File: src/rtl/wd_pkg.sv
package wd_pkg;

    typedef enum logic [1:0] {
        SEL_SHORT = 2'b00,
        SEL_MID   = 2'b01,
        SEL_LONG  = 2'b10,
        SEL_ALIAS = 2'b11
    } wd_sel_e;

    typedef enum logic [1:0] {
        ST_HELD    = 2'b00,
        ST_RUN     = 2'b01,
        ST_EXPIRED = 2'b10
    } wd_state_e;

    typedef struct packed {
        logic load;
        logic restart;
    } wd_ctrl_t;

    function automatic int unsigned max3(input int unsigned a, input int unsigned b,
                                         input int unsigned c);
        int unsigned m;
        m = (a > b) ? a : b;
        return (m > c) ? m : c;
    endfunction

    function automatic int unsigned pick_period(input wd_sel_e sel, input int unsigned ps,
                                                input int unsigned pm, input int unsigned pl);
        case (sel)
            SEL_SHORT: return ps;
            SEL_LONG:  return pl;
            default:   return pm;
        endcase
    endfunction

endpackage

File: src/rtl/wd_strobe_edge.sv
module wd_strobe_edge #(
    parameter int SYNC_STAGES = 2
) (
    input  logic clk,
    input  logic rst,
    input  logic strobe_i,
    output logic fall_o
);
    localparam int LAST = SYNC_STAGES - 1;

    logic [LAST:0] chain_q;
    logic          prev_q;

    generate
        if (SYNC_STAGES == 1) begin : g_one
            always_ff @(posedge clk) begin
                if (rst) chain_q <= '1;
                else     chain_q <= strobe_i;
            end
        end else begin : g_many
            always_ff @(posedge clk) begin
                if (rst) chain_q <= '1;
                else     chain_q <= {chain_q[LAST-1:0], strobe_i};
            end
        end
    endgenerate

    always_ff @(posedge clk) begin
        if (rst) prev_q <= 1'b1;
        else     prev_q <= chain_q[LAST];
    end

    assign fall_o = prev_q & ~chain_q[LAST];

    // a single-cycle edge indication for each falling edge
    a_r9_fall_isolated: assert property (@(posedge clk) disable iff (rst)
        fall_o |=> !fall_o);

endmodule

File: src/rtl/wd_period_reg.sv
module wd_period_reg
    import wd_pkg::*;
#(
    parameter int unsigned P_SHORT = 150,
    parameter int unsigned P_MID   = 610,
    parameter int unsigned P_LONG  = 1200,
    parameter int          CNT_W   = 11
) (
    input  logic             clk,
    input  logic             rst,
    input  logic             load_i,
    input  logic [1:0]       sel_i,
    output logic [CNT_W-1:0] limit_o
);
    logic [CNT_W-1:0] limit_q;
    logic [CNT_W-1:0] limit_d;

    always_comb begin
        limit_d = CNT_W'(pick_period(wd_sel_e'(sel_i), P_SHORT, P_MID, P_LONG));
    end

    always_ff @(posedge clk) begin
        if (rst)         limit_q <= CNT_W'(P_SHORT);
        else if (load_i) limit_q <= limit_d;
    end

    assign limit_o = limit_q;

    // the period only changes on a restart
    a_r6_limit_hold: assert property (@(posedge clk) disable iff (rst)
        !load_i |=> $stable(limit_q));

    // the latched period is always one of the three settings
    a_r5_limit_legal: assert property (@(posedge clk) disable iff (rst)
        (limit_q == CNT_W'(P_SHORT)) || (limit_q == CNT_W'(P_MID)) ||
        (limit_q == CNT_W'(P_LONG)));

endmodule

File: src/rtl/wd_core.sv
module wd_core
    import wd_pkg::*;
#(
    parameter int CNT_W = 11
) (
    input  logic             clk,
    input  logic             rst,
    input  logic             tick_i,
    input  logic             fall_i,
    input  logic             rst_active_i,
    input  logic [CNT_W-1:0] limit_i,
    output wd_ctrl_t         ctrl_o,
    output logic             timeout_o
);
    localparam logic [CNT_W-1:0] ONE = CNT_W'(1);

    wd_state_e        state_q;
    logic [CNT_W-1:0] cnt_q;
    logic             to_q;
    logic             last_tick;

    always_comb begin
        ctrl_o.restart = (state_q == ST_RUN) && fall_i && !rst_active_i;
        ctrl_o.load    = (state_q == ST_HELD) || ctrl_o.restart;
        last_tick      = (cnt_q == limit_i - ONE);
    end

    always_ff @(posedge clk) begin
        if (rst) begin
            state_q <= ST_HELD;
            cnt_q   <= '0;
            to_q    <= 1'b0;
        end else begin
            to_q <= 1'b0;
            unique case (state_q)
                ST_HELD: begin
                    cnt_q <= '0;
                    if (!rst_active_i) state_q <= ST_RUN;
                end
                ST_RUN: begin
                    if (rst_active_i) begin
                        state_q <= ST_HELD;
                        cnt_q   <= '0;
                    end else if (ctrl_o.restart) begin
                        cnt_q <= '0;
                    end else if (tick_i) begin
                        if (last_tick) begin
                            cnt_q   <= '0;
                            to_q    <= 1'b1;
                            state_q <= ST_EXPIRED;
                        end else begin
                            cnt_q <= cnt_q + ONE;
                        end
                    end
                end
                ST_EXPIRED: begin
                    cnt_q <= '0;
                    if (rst_active_i) state_q <= ST_HELD;
                end
                default: begin
                    state_q <= ST_HELD;
                    cnt_q   <= '0;
                end
            endcase
        end
    end

    assign timeout_o = to_q;

    // reset clears the request and parks the timer
    a_r1_reset_quiet: assert property (@(posedge clk)
        rst |=> (!timeout_o && state_q == ST_HELD && cnt_q == '0));

    // the request lasts one cycle
    a_r8_single_pulse: assert property (@(posedge clk) disable iff (rst)
        timeout_o |=> !timeout_o);

    // after expiry the count stays cleared
    a_r8_hold_cleared: assert property (@(posedge clk) disable iff (rst)
        timeout_o |-> (cnt_q == '0));

    // no request while reset is active
    a_r7_quiet_in_reset: assert property (@(posedge clk) disable iff (rst)
        rst_active_i |=> !timeout_o);

    // a request only follows a tick
    a_r11_tick_needed: assert property (@(posedge clk) disable iff (rst)
        timeout_o |-> $past(tick_i));

    // the running count never reaches the period
    a_r2_count_bound: assert property (@(posedge clk) disable iff (rst)
        (state_q == ST_RUN) |-> (cnt_q < limit_i));

    // a restart leaves the count at zero even with a tick present
    a_r10_restart_wins: assert property (@(posedge clk) disable iff (rst)
        ctrl_o.restart |=> (cnt_q == '0));

endmodule

File: src/rtl/wd_strobe_watchdog.sv
module wd_strobe_watchdog
    import wd_pkg::*;
#(
    parameter int unsigned P_SHORT     = 150,
    parameter int unsigned P_MID       = 610,
    parameter int unsigned P_LONG      = 1200,
    parameter int          SYNC_STAGES = 2
) (
    input  logic       clk,
    input  logic       rst,
    input  logic       tick_ms_i,
    input  logic       strobe_i,
    input  logic [1:0] period_sel_i,
    input  logic       rst_active_i,
    output logic       timeout_o
);
    localparam int unsigned P_MAX = max3(P_SHORT, P_MID, P_LONG);
    localparam int          CNT_W = $clog2(P_MAX + 1);

    logic             fall;
    logic [CNT_W-1:0] limit;
    wd_ctrl_t         ctrl;

    wd_strobe_edge #(.SYNC_STAGES(SYNC_STAGES)) u_edge (
        .clk      (clk),
        .rst      (rst),
        .strobe_i (strobe_i),
        .fall_o   (fall)
    );

    wd_period_reg #(
        .P_SHORT (P_SHORT),
        .P_MID   (P_MID),
        .P_LONG  (P_LONG),
        .CNT_W   (CNT_W)
    ) u_period (
        .clk     (clk),
        .rst     (rst),
        .load_i  (ctrl.load),
        .sel_i   (period_sel_i),
        .limit_o (limit)
    );

    wd_core #(.CNT_W(CNT_W)) u_core (
        .clk          (clk),
        .rst          (rst),
        .tick_i       (tick_ms_i),
        .fall_i       (fall),
        .rst_active_i (rst_active_i),
        .limit_i      (limit),
        .ctrl_o       (ctrl),
        .timeout_o    (timeout_o)
    );

endmodule

File: config.mk
export PLATFORM = sky130hd
export DESIGN_NAME = wd_strobe_watchdog
export DESIGN_NICKNAME = d
export VERILOG_FILES = /design/src/rtl/wd_pkg.sv /design/src/rtl/wd_strobe_edge.sv /design/src/rtl/wd_period_reg.sv /design/src/rtl/wd_core.sv /design/src/rtl/wd_strobe_watchdog.sv
export SDC_FILE = /design/constraint.sdc
export NUM_CORES = 1
export LEC_CHECK = 0
export CORE_AREA = 4 4 51 53
export DETAILED_ROUTE_END_ITERATION = 8
export DIE_AREA = 0 0 55 57
export DONT_BUFFER_PORTS = 1
export PLACE_DENSITY = 0.71
export SYNTH_ARGS = -nofsm -noshare
export SYNTH_HDL_FRONTEND = slang
export SYNTH_SLANG_ARGS = --single-unit
export TNS_END_PERCENT = 50
File: constraint.sdc
create_clock -name clk -period 2.72 [get_ports clk]
set_clock_uncertainty 0.1 [all_clocks]
set_input_delay 0.408 -clock clk [delete_from_list [all_inputs] [get_ports clk]]
set_output_delay 0.408 -clock clk [all_outputs]
set_load 0.01 [all_outputs]
After elaboration in Yosys (flattened, before gate mapping)
Index checks and enable logic that the tools add are counted.
{"block": "op_classes", "add_sub_neg": 2, "mul": 0, "reduce_logical": 9, "shift": 0, "n_mux": 10, "n_eq_ne": 9, "n_lt_le_gt_ge": 0, "bitwise_logic": 4, "n_div": 0}
{"operator": "11-bit case mux with 2 select lines", "n": 1}
{"operator": "2-bit two-way mux", "n": 6}
{"operator": "11-bit by 1-bit adder with 11-bit output, second input constant", "n": 1}
{"operator": "11-bit equality test", "n": 1}
{"operator": "11-bit two-way mux", "n": 1}
{"operator": "11-bit by 1-bit subtractor with 11-bit output, second input constant", "n": 1}
{"operator": "3-bit != test, second input constant", "n": 2}
{"operator": "2-bit case mux with 3 select lines", "n": 1}
{"operator": "5-bit AND reduction", "n": 1}
{"operator": "5-bit OR reduction", "n": 1}
{"operator": "2-bit equality test, second input constant", "n": 2}
{"operator": "2-bit zero test", "n": 2}
{"operator": "2-bit != test, second input constant", "n": 2}
{"operator": "4-bit OR reduction", "n": 1}
{"operator": "3-bit by 2-bit != test with 1-bit output, second input constant", "n": 1}
{"operator": "1-bit NOT", "n": 3}
{"operator": "2-bit by 1-bit equality test with 1-bit output, second input constant", "n": 1}
{"operator": "1-bit logical AND", "n": 2}
{"operator": "1-bit AND", "n": 1}
{"operator": "1-bit zero test", "n": 1}
{"operator": "1-bit logical OR", "n": 1}
{"operator": "1-bit two-way mux", "n": 1}
{"block": "totals", "n_memories": 0, "wordCells": 40, "reg_bits": 28, "out_inout_bits": 1, "mem_bits_ro": 0, "input_bits": 7, "ramBits": 0, "latchBits": 0}

Depth between registers and ports, before layout
Gate-level depths: netlist of run 1.
{"block": "logic_depth", "depth_word": 7, "ltp_mapped": 9, "ltp_nobuf": 8}

Cells and area by module
A second synthesis of run 1 with hierarchy kept.
{"block": "unflattened", "hier_cells": 165, "hier_area_um2": 1392.6}
{"module": "wd_core", "seq_area_each_um2": 280.3, "n_inst": 1, "area_each_um2": 1052.3, "cells_each": 131}
{"module": "wd_period_reg", "seq_area_each_um2": 120.1, "n_inst": 1, "area_each_um2": 255.2, "cells_each": 27}
{"module": "wd_strobe_edge", "seq_area_each_um2": 60.1, "n_inst": 1, "area_each_um2": 85.1, "cells_each": 7}

Worst setup path after synthesis of run 1
Ideal clock, no wire load.
{"block": "synth_timing", "path_kind": "register -> register", "startpoint": "register u_period.limit_q[1] (netlist: u_period.limit_o[1])", "endpoint": "register u_core.state_q[0]", "setup_slack_ns": 0.190, "required_time_ns": 2.495, "setup_time_ns": 0.125, "t_arrival_ns": 2.305, "n_path_buf": 1, "synth_period_minus_slack_ns": 2.530, "stages_incl_launch_ff": 10, "cell_sequence": "dfxtp_1 inv_1 ha_1 ha_1 or3b_1 and3_1 or4b_4 nor4b_4 buf_4 a31oi_1"}
{"block": "synth_between", "elab_chain_len": 4}
{"element": "start, declared", "line": "wd_period_reg.sv:15", "rtl": "logic [CNT_W-1:0] limit_q;"}
{"element": "start signal, assigned", "line": "wd_period_reg.sv:23", "rtl": "if (rst) limit_q <= CNT_W'(P_SHORT);"}
{"element": "start signal, assigned", "line": "wd_period_reg.sv:24", "rtl": "else if (load_i) limit_q <= limit_d;"}
{"element": "11-bit by 1-bit subtractor with 11-bit output", "line": "wd_core.sv:25", "rtl": "last_tick = (cnt_q == limit_i - ONE);"}
{"element": "11-bit equality test", "line": "wd_core.sv:25"}
{"element": "3-bit by 2-bit != test with 1-bit output (no line)"}
{"element": "5-bit AND reduction (no line)"}
{"element": "end signal, assigned", "line": "wd_core.sv:30", "rtl": "state_q <= ST_HELD;"}
{"element": "end signal, assigned", "line": "wd_core.sv:38", "rtl": "if (!rst_active_i) state_q <= ST_RUN;"}
{"element": "end signal, assigned", "line": "wd_core.sv:42", "rtl": "state_q <= ST_HELD;"}
{"element": "end, declared", "line": "wd_core.sv:17", "rtl": "wd_state_e state_q;"}
No other way between the ends.
A chain may end at the register's enable or synchronous reset.

Worst setup path in the final report of run 1
{"block": "layout_timing", "startpoint": "register u_period.limit_q[2] (netlist: u_period.limit_o[2])", "endpoint": "register u_core.cnt_q[3]"}
{"block": "layout_between", "elab_chain_len": 3}
{"element": "11-bit by 1-bit subtractor with 11-bit output", "line": "wd_core.sv:25"}
{"element": "11-bit equality test", "line": "wd_core.sv:25"}
{"element": "11-bit two-way mux", "line": "wd_core.sv:47", "rtl": "if (last_tick) begin"}
{"element": "end signal, assigned", "line": "wd_core.sv:52", "rtl": "cnt_q <= cnt_q + ONE;"}
{"element": "end, declared", "line": "wd_core.sv:18", "rtl": "logic [CNT_W-1:0] cnt_q;"}
No other way between the ends.

==> impl_metrics.env, run 1 <==
export IMPL_status="completed"
export IMPL_clkTransAtPathRegs_ns=0.12
export IMPL_drive_above_1_share_pct=15.4
export IMPL_slew_headroom_pct=57.6
export IMPL_drt_first_pass_iters=4
export IMPL_clkPwrFrac_pct=27.8
export IMPL_synth_top_flop_cell="dfxtp_1"
export IMPL_dp_cells=153
export IMPL_viasPerCell=5.62
export IMPL_antenna_left=0
export IMPL_max_freq_mhz=378
export IMPL_finalHoldViolCount=0
export IMPL_maxSlewViolCount=0
export IMPL_crit_required_ns=2.82
export IMPL_grt_overflow=0
export IMPL_seqPwrFrac_pct=64.1
export IMPL_ios=8
export IMPL_final_cell_count_no_fill=158
export IMPL_cts_buffer_depth=2
export IMPL_ir_drop_v=0.000315
export IMPL_worstHoldPathCells=1
export IMPL_power_density_nw_per_um2=445
export IMPL_p_comb_share_pct=8.1
export IMPL_layout_common_cells="dfxtp_1 (22), xnor2_1 (9), xor2_1 (9), nor3_1 (9), nand2_1 (8)"
export IMPL_path_class="flop to flop"
export IMPL_cap_violations=0
export IMPL_period_share_pct=97.2
export IMPL_tightest_slew_ns=0.631
export IMPL_swShare_pct=23.2
export IMPL_p_int_mw=0.426
export IMPL_async_flop_share_pct=0
export IMPL_layout_nets=141
export IMPL_ys_seq_area_share_pct=39.7
export IMPL_utilization_pct=58.0
export IMPL_cts_tree="done"
export IMPL_wl_per_cell_um=13.6
export IMPL_min_path_type="input port to flop"
export IMPL_vias=888
export IMPL_rrSetupSlack_ns=0.08
export IMPL_synth_edf_count=0
export IMPL_placementRows=17
export IMPL_synth_top_area_share_pct=39.7
export IMPL_cts_setup_buffers=0
export IMPL_dieWidth_um=55
export IMPL_io_buffers=0
export IMPL_critPathArrivalTime_ns=2.74
export IMPL_core_area_um2=2150
export IMPL_placed_area_um2=1190
export IMPL_worstSkewPairLatency_ns=0.31
export IMPL_grt_pass1_wl_mm=3.53
export IMPL_synth_seq_cells=23
export IMPL_fillCellCount=203
export IMPL_avgSynthCellArea_um2=9.14
export IMPL_ys_types=37
export IMPL_synth_nets=137
export IMPL_worst_path_max_fanout=5
export IMPL_clkSinkCount=23
export IMPL_rr_startpoint="u_period.limit_o[2]"
export IMPL_start_kind="flop"
export IMPL_cts_max_level=1
export IMPL_setup_viol=0
export IMPL_period_minus_slack_ns=2.64
export IMPL_final_cell_area_um2=1250
export IMPL_hold_slack_ns=0.0493
export IMPL_diodes=0
export IMPL_dieArea_um2=3140
export IMPL_cts_buffers=3
export IMPL_syn_to_final_growth_pct=7.33
export IMPL_floorplan_initialDensity_pct=54.0
export IMPL_syn_inst=127
export IMPL_drt_iter0_drc=19
export IMPL_cp_end_kind="flop"
export IMPL_reg2reg_depth=9
export IMPL_synth_cell_area_um2=1160
export IMPL_synth_warnings=0
export IMPL_yosysTopAreaCell="dfxtp_1"
export IMPL_mostFrequentLayoutCell="dfxtp_1"
export IMPL_dp_hpwl_mm=1.55
export IMPL_leakage_nw=0.484
export IMPL_clockRootBuffer="clkbuf_4"
export IMPL_rr_endpoint="u_core.cnt_q[3]"
export IMPL_drc=0
export IMPL_synth_area_top_cells="dfxtp_1 (40%), xnor2_1 (6.8%), xor2_1 (6.8%), nor3_1 (3.9%), ha_1 (3.2%)"
export IMPL_gp_congestion=0.786
export IMPL_holdPathEnd="u_period.limit_o[9]"
export IMPL_grt_max_degree=13
export IMPL_antenna_found_initial=0
export IMPL_grt_total_usage_pct=15.0
export IMPL_worstHoldStart="rst"
export IMPL_wirelength_mm=2.15
export IMPL_fp_dieH_um=57
export IMPL_finalPower_mw=0.555
export IMPL_grt_pass1_vias=874
export IMPL_switching_power_mw=0.129
==> power by group through the flow <==
stage	sequential, mW	clock (mW)	combinational (mW)
after floorplan	0.361	0	0.0380
after global placement	0.362	0	0.0416
after detailed placement	0.362	0	0.0426
after CTS	0.355	0.161	0.0428
after global routing	0.357	0.178	0.0517
final	0.355	0.154	0.0452
==> worst max-delay path, stage by stage, from the launching register on <==
cell and delay [ns]:
dfxtp_2 0.36, inv_2 0.07, ha_4 0.13, ha_2 0.18, or3b_1 0.36, and3_1 0.19, or4b_4 0.54, nor4b_4 0.35
buf_4 0.20, nor3_1 0.05
==> worst max-delay path by stage <==
stage | start | end | slack, ns | cells after the start
finish | u_period.limit_o[2] | u_core.cnt_q[3] | 0.08 | 9
global route | u_period.limit_o[2] | u_core.cnt_q[5] | -0.04 | 9
CTS | u_period.limit_o[2] | u_core.state_q[0] | 0.08 | 9
detailed placement | u_period.limit_o[2] | u_core.state_q[0] | 0.1 | 9
global placement | u_period.limit_o[2] | u_core.state_q[0] | 0.16 | 9
floorplan | u_period.limit_o[1] | u_core.state_q[0] | 0.19 | 9
==> through the flow <==
stage	TNS [ns]	setup slack, ns
4_1_cts	0	0.0820
3_3_place_gp	0	0.165
6_report	0	0.0751
2_1_floorplan	0	0.190
5_1_grt	-0.228	-0.0362
3_5_place_dp	0	0.0986
==> kinds of logic after synthesis <==
| group | synth area share, % |
|---|---|
| AOI/OAI and AO/OA | 9.48 |
| buffers and inverters | 4.20 |
| and+or+nand+nor | 29.8 |
| adders and majority gates | 3.23 |
| xor gates and xnor gates | 13.6 |
| DFF | 39.7 |
==> state kept, by name, indices dropped and copies added, names as in the netlist <==
signal / flops
u_core.state_q: 2
u_core.timeout_o: 1
u_core.cnt_q: 11
u_period.limit_o: 6
u_edge.chain_q: 2
u_edge.prev_q: 1
==> routing by layer <==
metal	track usage, %	share of wire [%]	vias up
met4	6.25	2.1	0
met2	24.5	49	21
met3	5.22	5.3	6
met1	17.4	43	414
met5	0	0	-
li1	-	-	447
==> cells in the mapped netlist (2+ instances only) <==
| library cell | instances |
|---|---|
| xor2_1 | 9 |
| a21oi_1 | 7 |
| nor3_1 | 9 |
| or3b_2 | 2 |
| nand4_1 | 2 |
| inv_1 | 8 |
| nor2b_1 | 2 |
| nor2_1 | 6 |
| xnor2_1 | 9 |
| nand3_1 | 4 |
| or2_2 | 3 |
| and3_1 | 4 |
| ha_1 | 3 |
| a21o_1 | 3 |
| nand2b_1 | 2 |
| dfxtp_1 | 23 |
| nor3b_1 | 2 |
| nand2_1 | 8 |
| clkbuf_1 | 3 |
==> layout make-up <==
class	instances	area (µm²)	share of cell area (%)
clock buffers	4	26.3	2.11
inverters	8	30.0	2.41
multi-input cells	92	667	53.5
flip-flops and latches	23	462	37.0
well taps	28	35.0	2.81
repair buffers	3	26.3	2.11
==> what timing repair did <==
action,4_1_cts,5_1_grt
hold buffers,0,0
endpoints found under the hold margin,0,0
setup endpoints to repair,0,7
resized for setup,0,8
(Power assumes the default switching activity.)
==> run 2, diff against run 1 <==
--- a/config.mk
+++ b/config.mk
@@ -9,6 +9,7 @@
 export DETAILED_ROUTE_END_ITERATION = 8
 export DIE_AREA = 0 0 55 57
 export DONT_BUFFER_PORTS = 1
+export GPL_ROUTABILITY_DRIVEN = 1
 export PLACE_DENSITY = 0.71
 export SYNTH_ARGS = -nofsm -noshare
 export SYNTH_HDL_FRONTEND = slang
==> results of run 2 <==
No change in the layout: final DEF, timing and power equal those of run 1.
==> run 3, diff against run 2 <==
--- a/config.mk
+++ b/config.mk
@@ -5,12 +5,14 @@
 export SDC_FILE = /design/constraint.sdc
 export NUM_CORES = 1
 export LEC_CHECK = 0
-export CORE_AREA = 4 4 51 53
+export CELL_PAD_IN_SITES_DETAIL_PLACEMENT = 1
+export CELL_PAD_IN_SITES_GLOBAL_PLACEMENT = 1
+export CORE_AREA = 4 4 58 60
 export DETAILED_ROUTE_END_ITERATION = 8
-export DIE_AREA = 0 0 55 57
+export DIE_AREA = 0 0 62 64
 export DONT_BUFFER_PORTS = 1
 export GPL_ROUTABILITY_DRIVEN = 1
-export PLACE_DENSITY = 0.71
+export PLACE_DENSITY = 0.69
 export SYNTH_ARGS = -nofsm -noshare
 export SYNTH_HDL_FRONTEND = slang
 export SYNTH_SLANG_ARGS = --single-unit
==> run 3 against run 2 <==
Effect of this change:
- worst setup slack better by 0.032 ns
- register-to-register slack better by 0.03 ns
- critical endpoint is now u_core.state_q[0]
- hold slack improved by 0.0045 ns
- critical path depth is the same
- critical path type unchanged
==> impl_metrics.env, run 3 (synthesis gave the netlist of run 1 again) <==
export IMPL_min_path_type="input port to flop"
export IMPL_setup_viol=0
export IMPL_maxSlewViolCount=0
export IMPL_regArea_um2=462
export IMPL_dp_hpwl_mm=1.87
export IMPL_fillCellCount=341
export IMPL_cap_violations=0
export IMPL_timing_final_ws_setup_ns=0.107
export IMPL_syn_to_final_growth_pct=6.79
export IMPL_start_kind="flop"
export IMPL_mostFrequentLayoutCell="dfxtp_1"
export IMPL_layout_nets=141
export IMPL_switching_power_mw=0.130
export IMPL_p_int_mw=0.426
export IMPL_grt_overflow=0
export IMPL_leakage_nw=0.488
export IMPL_worstSkewPairLatency_ns=0.31
export IMPL_status="completed"
export IMPL_wirelength_mm=2.34
export IMPL_drt_first_pass_iters=4
export IMPL_drc=0
export IMPL_cts_buffer_depth=2
export IMPL_clkTransAtPathRegs_ns=0.12
export IMPL_p_comb_share_pct=8.1
export IMPL_core_area_um2=2930
export IMPL_hold_slack_ns=0.0538
export IMPL_top_layer="met4"
export IMPL_crit_path_top_delay_cell="or4b_4"
export IMPL_finalPower_mw=0.555
export IMPL_diodes=0
export IMPL_regMostFlops="u_core.cnt_q"
export IMPL_largest_register_ff_count=11
export IMPL_path_class="flop to flop"
export IMPL_worst_path_max_fanout=11
export IMPL_rsz0062_at_grt="no"
export IMPL_clkSinkCount=23
export IMPL_worstPathCellList="inv_1 > ha_2 > ha_1 > or3b_1 > and3_1 > or4b_4 > nor4b_4 > buf_6 > a31oi_1"
export IMPL_period_minus_slack_ns=2.61
export IMPL_fp_dieH_um=64
export IMPL_max_freq_mhz=383
export IMPL_critPathMaxStageDelay_ns=0.54
export IMPL_placementRows=20
export IMPL_cts_buffers=3
export IMPL_setup_tns_final_ns=0
export IMPL_period_share_pct=96.1
export IMPL_floorplan_initialDensity_pct=39.7
export IMPL_final_cell_count_no_fill=163
export IMPL_clockRootBuffer="clkbuf_4"
export IMPL_wl_met1_mm=1.08
export IMPL_drive_above_1_share_pct=13.1
export IMPL_dieWidth_um=62
export IMPL_ios=8
export IMPL_antenna_left=0
export IMPL_drt_iter0_drc=16
export IMPL_viasPerCell=5.40
export IMPL_utilization_pct=42.4
export IMPL_preCtsSetupSlack_ns=0.0465
export IMPL_ir_drop_v=0.000396
export IMPL_antenna_found_initial=0
export IMPL_placed_area_um2=1210
export IMPL_dp_cells=159
export IMPL_final_cell_area_um2=1240
export IMPL_met3_length_um=101
export IMPL_finalHoldViolCount=0
export IMPL_multiInputGateArea_um2=654
export IMPL_grt_pass1_wl_mm=4.21
export IMPL_vias=881
export IMPL_crit_required_ns=2.83
export IMPL_cts_max_level=1
export IMPL_clkPwrFrac_pct=28.0
export IMPL_cp_end_kind="flop"
export IMPL_grt_total_usage_pct=14.0
export IMPL_seqPwrFrac_pct=63.9
export IMPL_swShare_pct=23.3
export IMPL_cts_tree="done"
export IMPL_power_density_nw_per_um2=448
export IMPL_slew_headroom_pct=79.5
export IMPL_grt_max_degree=13
export IMPL_io_buffers=0
export IMPL_layout_common_cells="dfxtp_1 (22), xnor2_1 (9), xor2_1 (9), nor3_1 (9)"
export IMPL_wl_per_cell_um=14.3
export IMPL_dr_wl_met2_mm=1.13
export IMPL_critPathArrivalTime_ns=2.72
export IMPL_gp_congestion=0.765
export IMPL_grt_pass1_vias=942
export IMPL_tightest_slew_ns=0.303
export IMPL_dieArea_um2=3970
run 3: final timing paths:
check	from	end	slack, ns	depth (start not counted)
worst min register to register	u_edge.chain_q[0]	u_edge.chain_q[1]	0.34	1
worst min-delay path	rst	u_period.limit_o[9]	0.05	1
worst max register to register	u_period.limit_o[2]	u_core.state_q[0]	0.11	9
worst max-delay path	u_period.limit_o[2]	u_core.state_q[0]	0.11	9
run 3: timing repair:
item	4_1_cts	5_1_grt
resized for setup	0	4
hold buffers	0	0
setup buffers	0	0
setup endpoints to repair	0	12
run 3: critical path: cells and delay by family, from the launching register on:
kind                     cells  cell delay [ns]
AND/OR/NAND/NOR              4             1.36
AO/OA/AOI/OAI                1             0.08
buffers and inverters        2             0.26
adder cells (fa/ha/maj)      2             0.37
flip-flops                   1             0.35
run 3: cell type report:
type,instances,area share (%)
Multi-Input combinational cell,92,52.8
Sequential cell,23,37.2
Tap cell,33,3.33
Inverter,8,2.42
Clock buffer,4,2.12
Timing Repair Buffer,3,2.12
run 3: metal layers:
metal	vias up	global-route usage, %
met1	419	17.6
met5	-	0
met2	12	22.0
met4	0	3.18
li1	448	-
met3	2	5.45
run 3: power groups by stage:
stage	sequential, mW	combinational (mW)	clock (mW)
CTS	0.355	0.0453	0.166
global placement	0.362	0.0430	0
detailed placement	0.362	0.0450	0
global route	0.357	0.0506	0.187
floorplan	0.361	0.0380	0
finish	0.355	0.0451	0.155
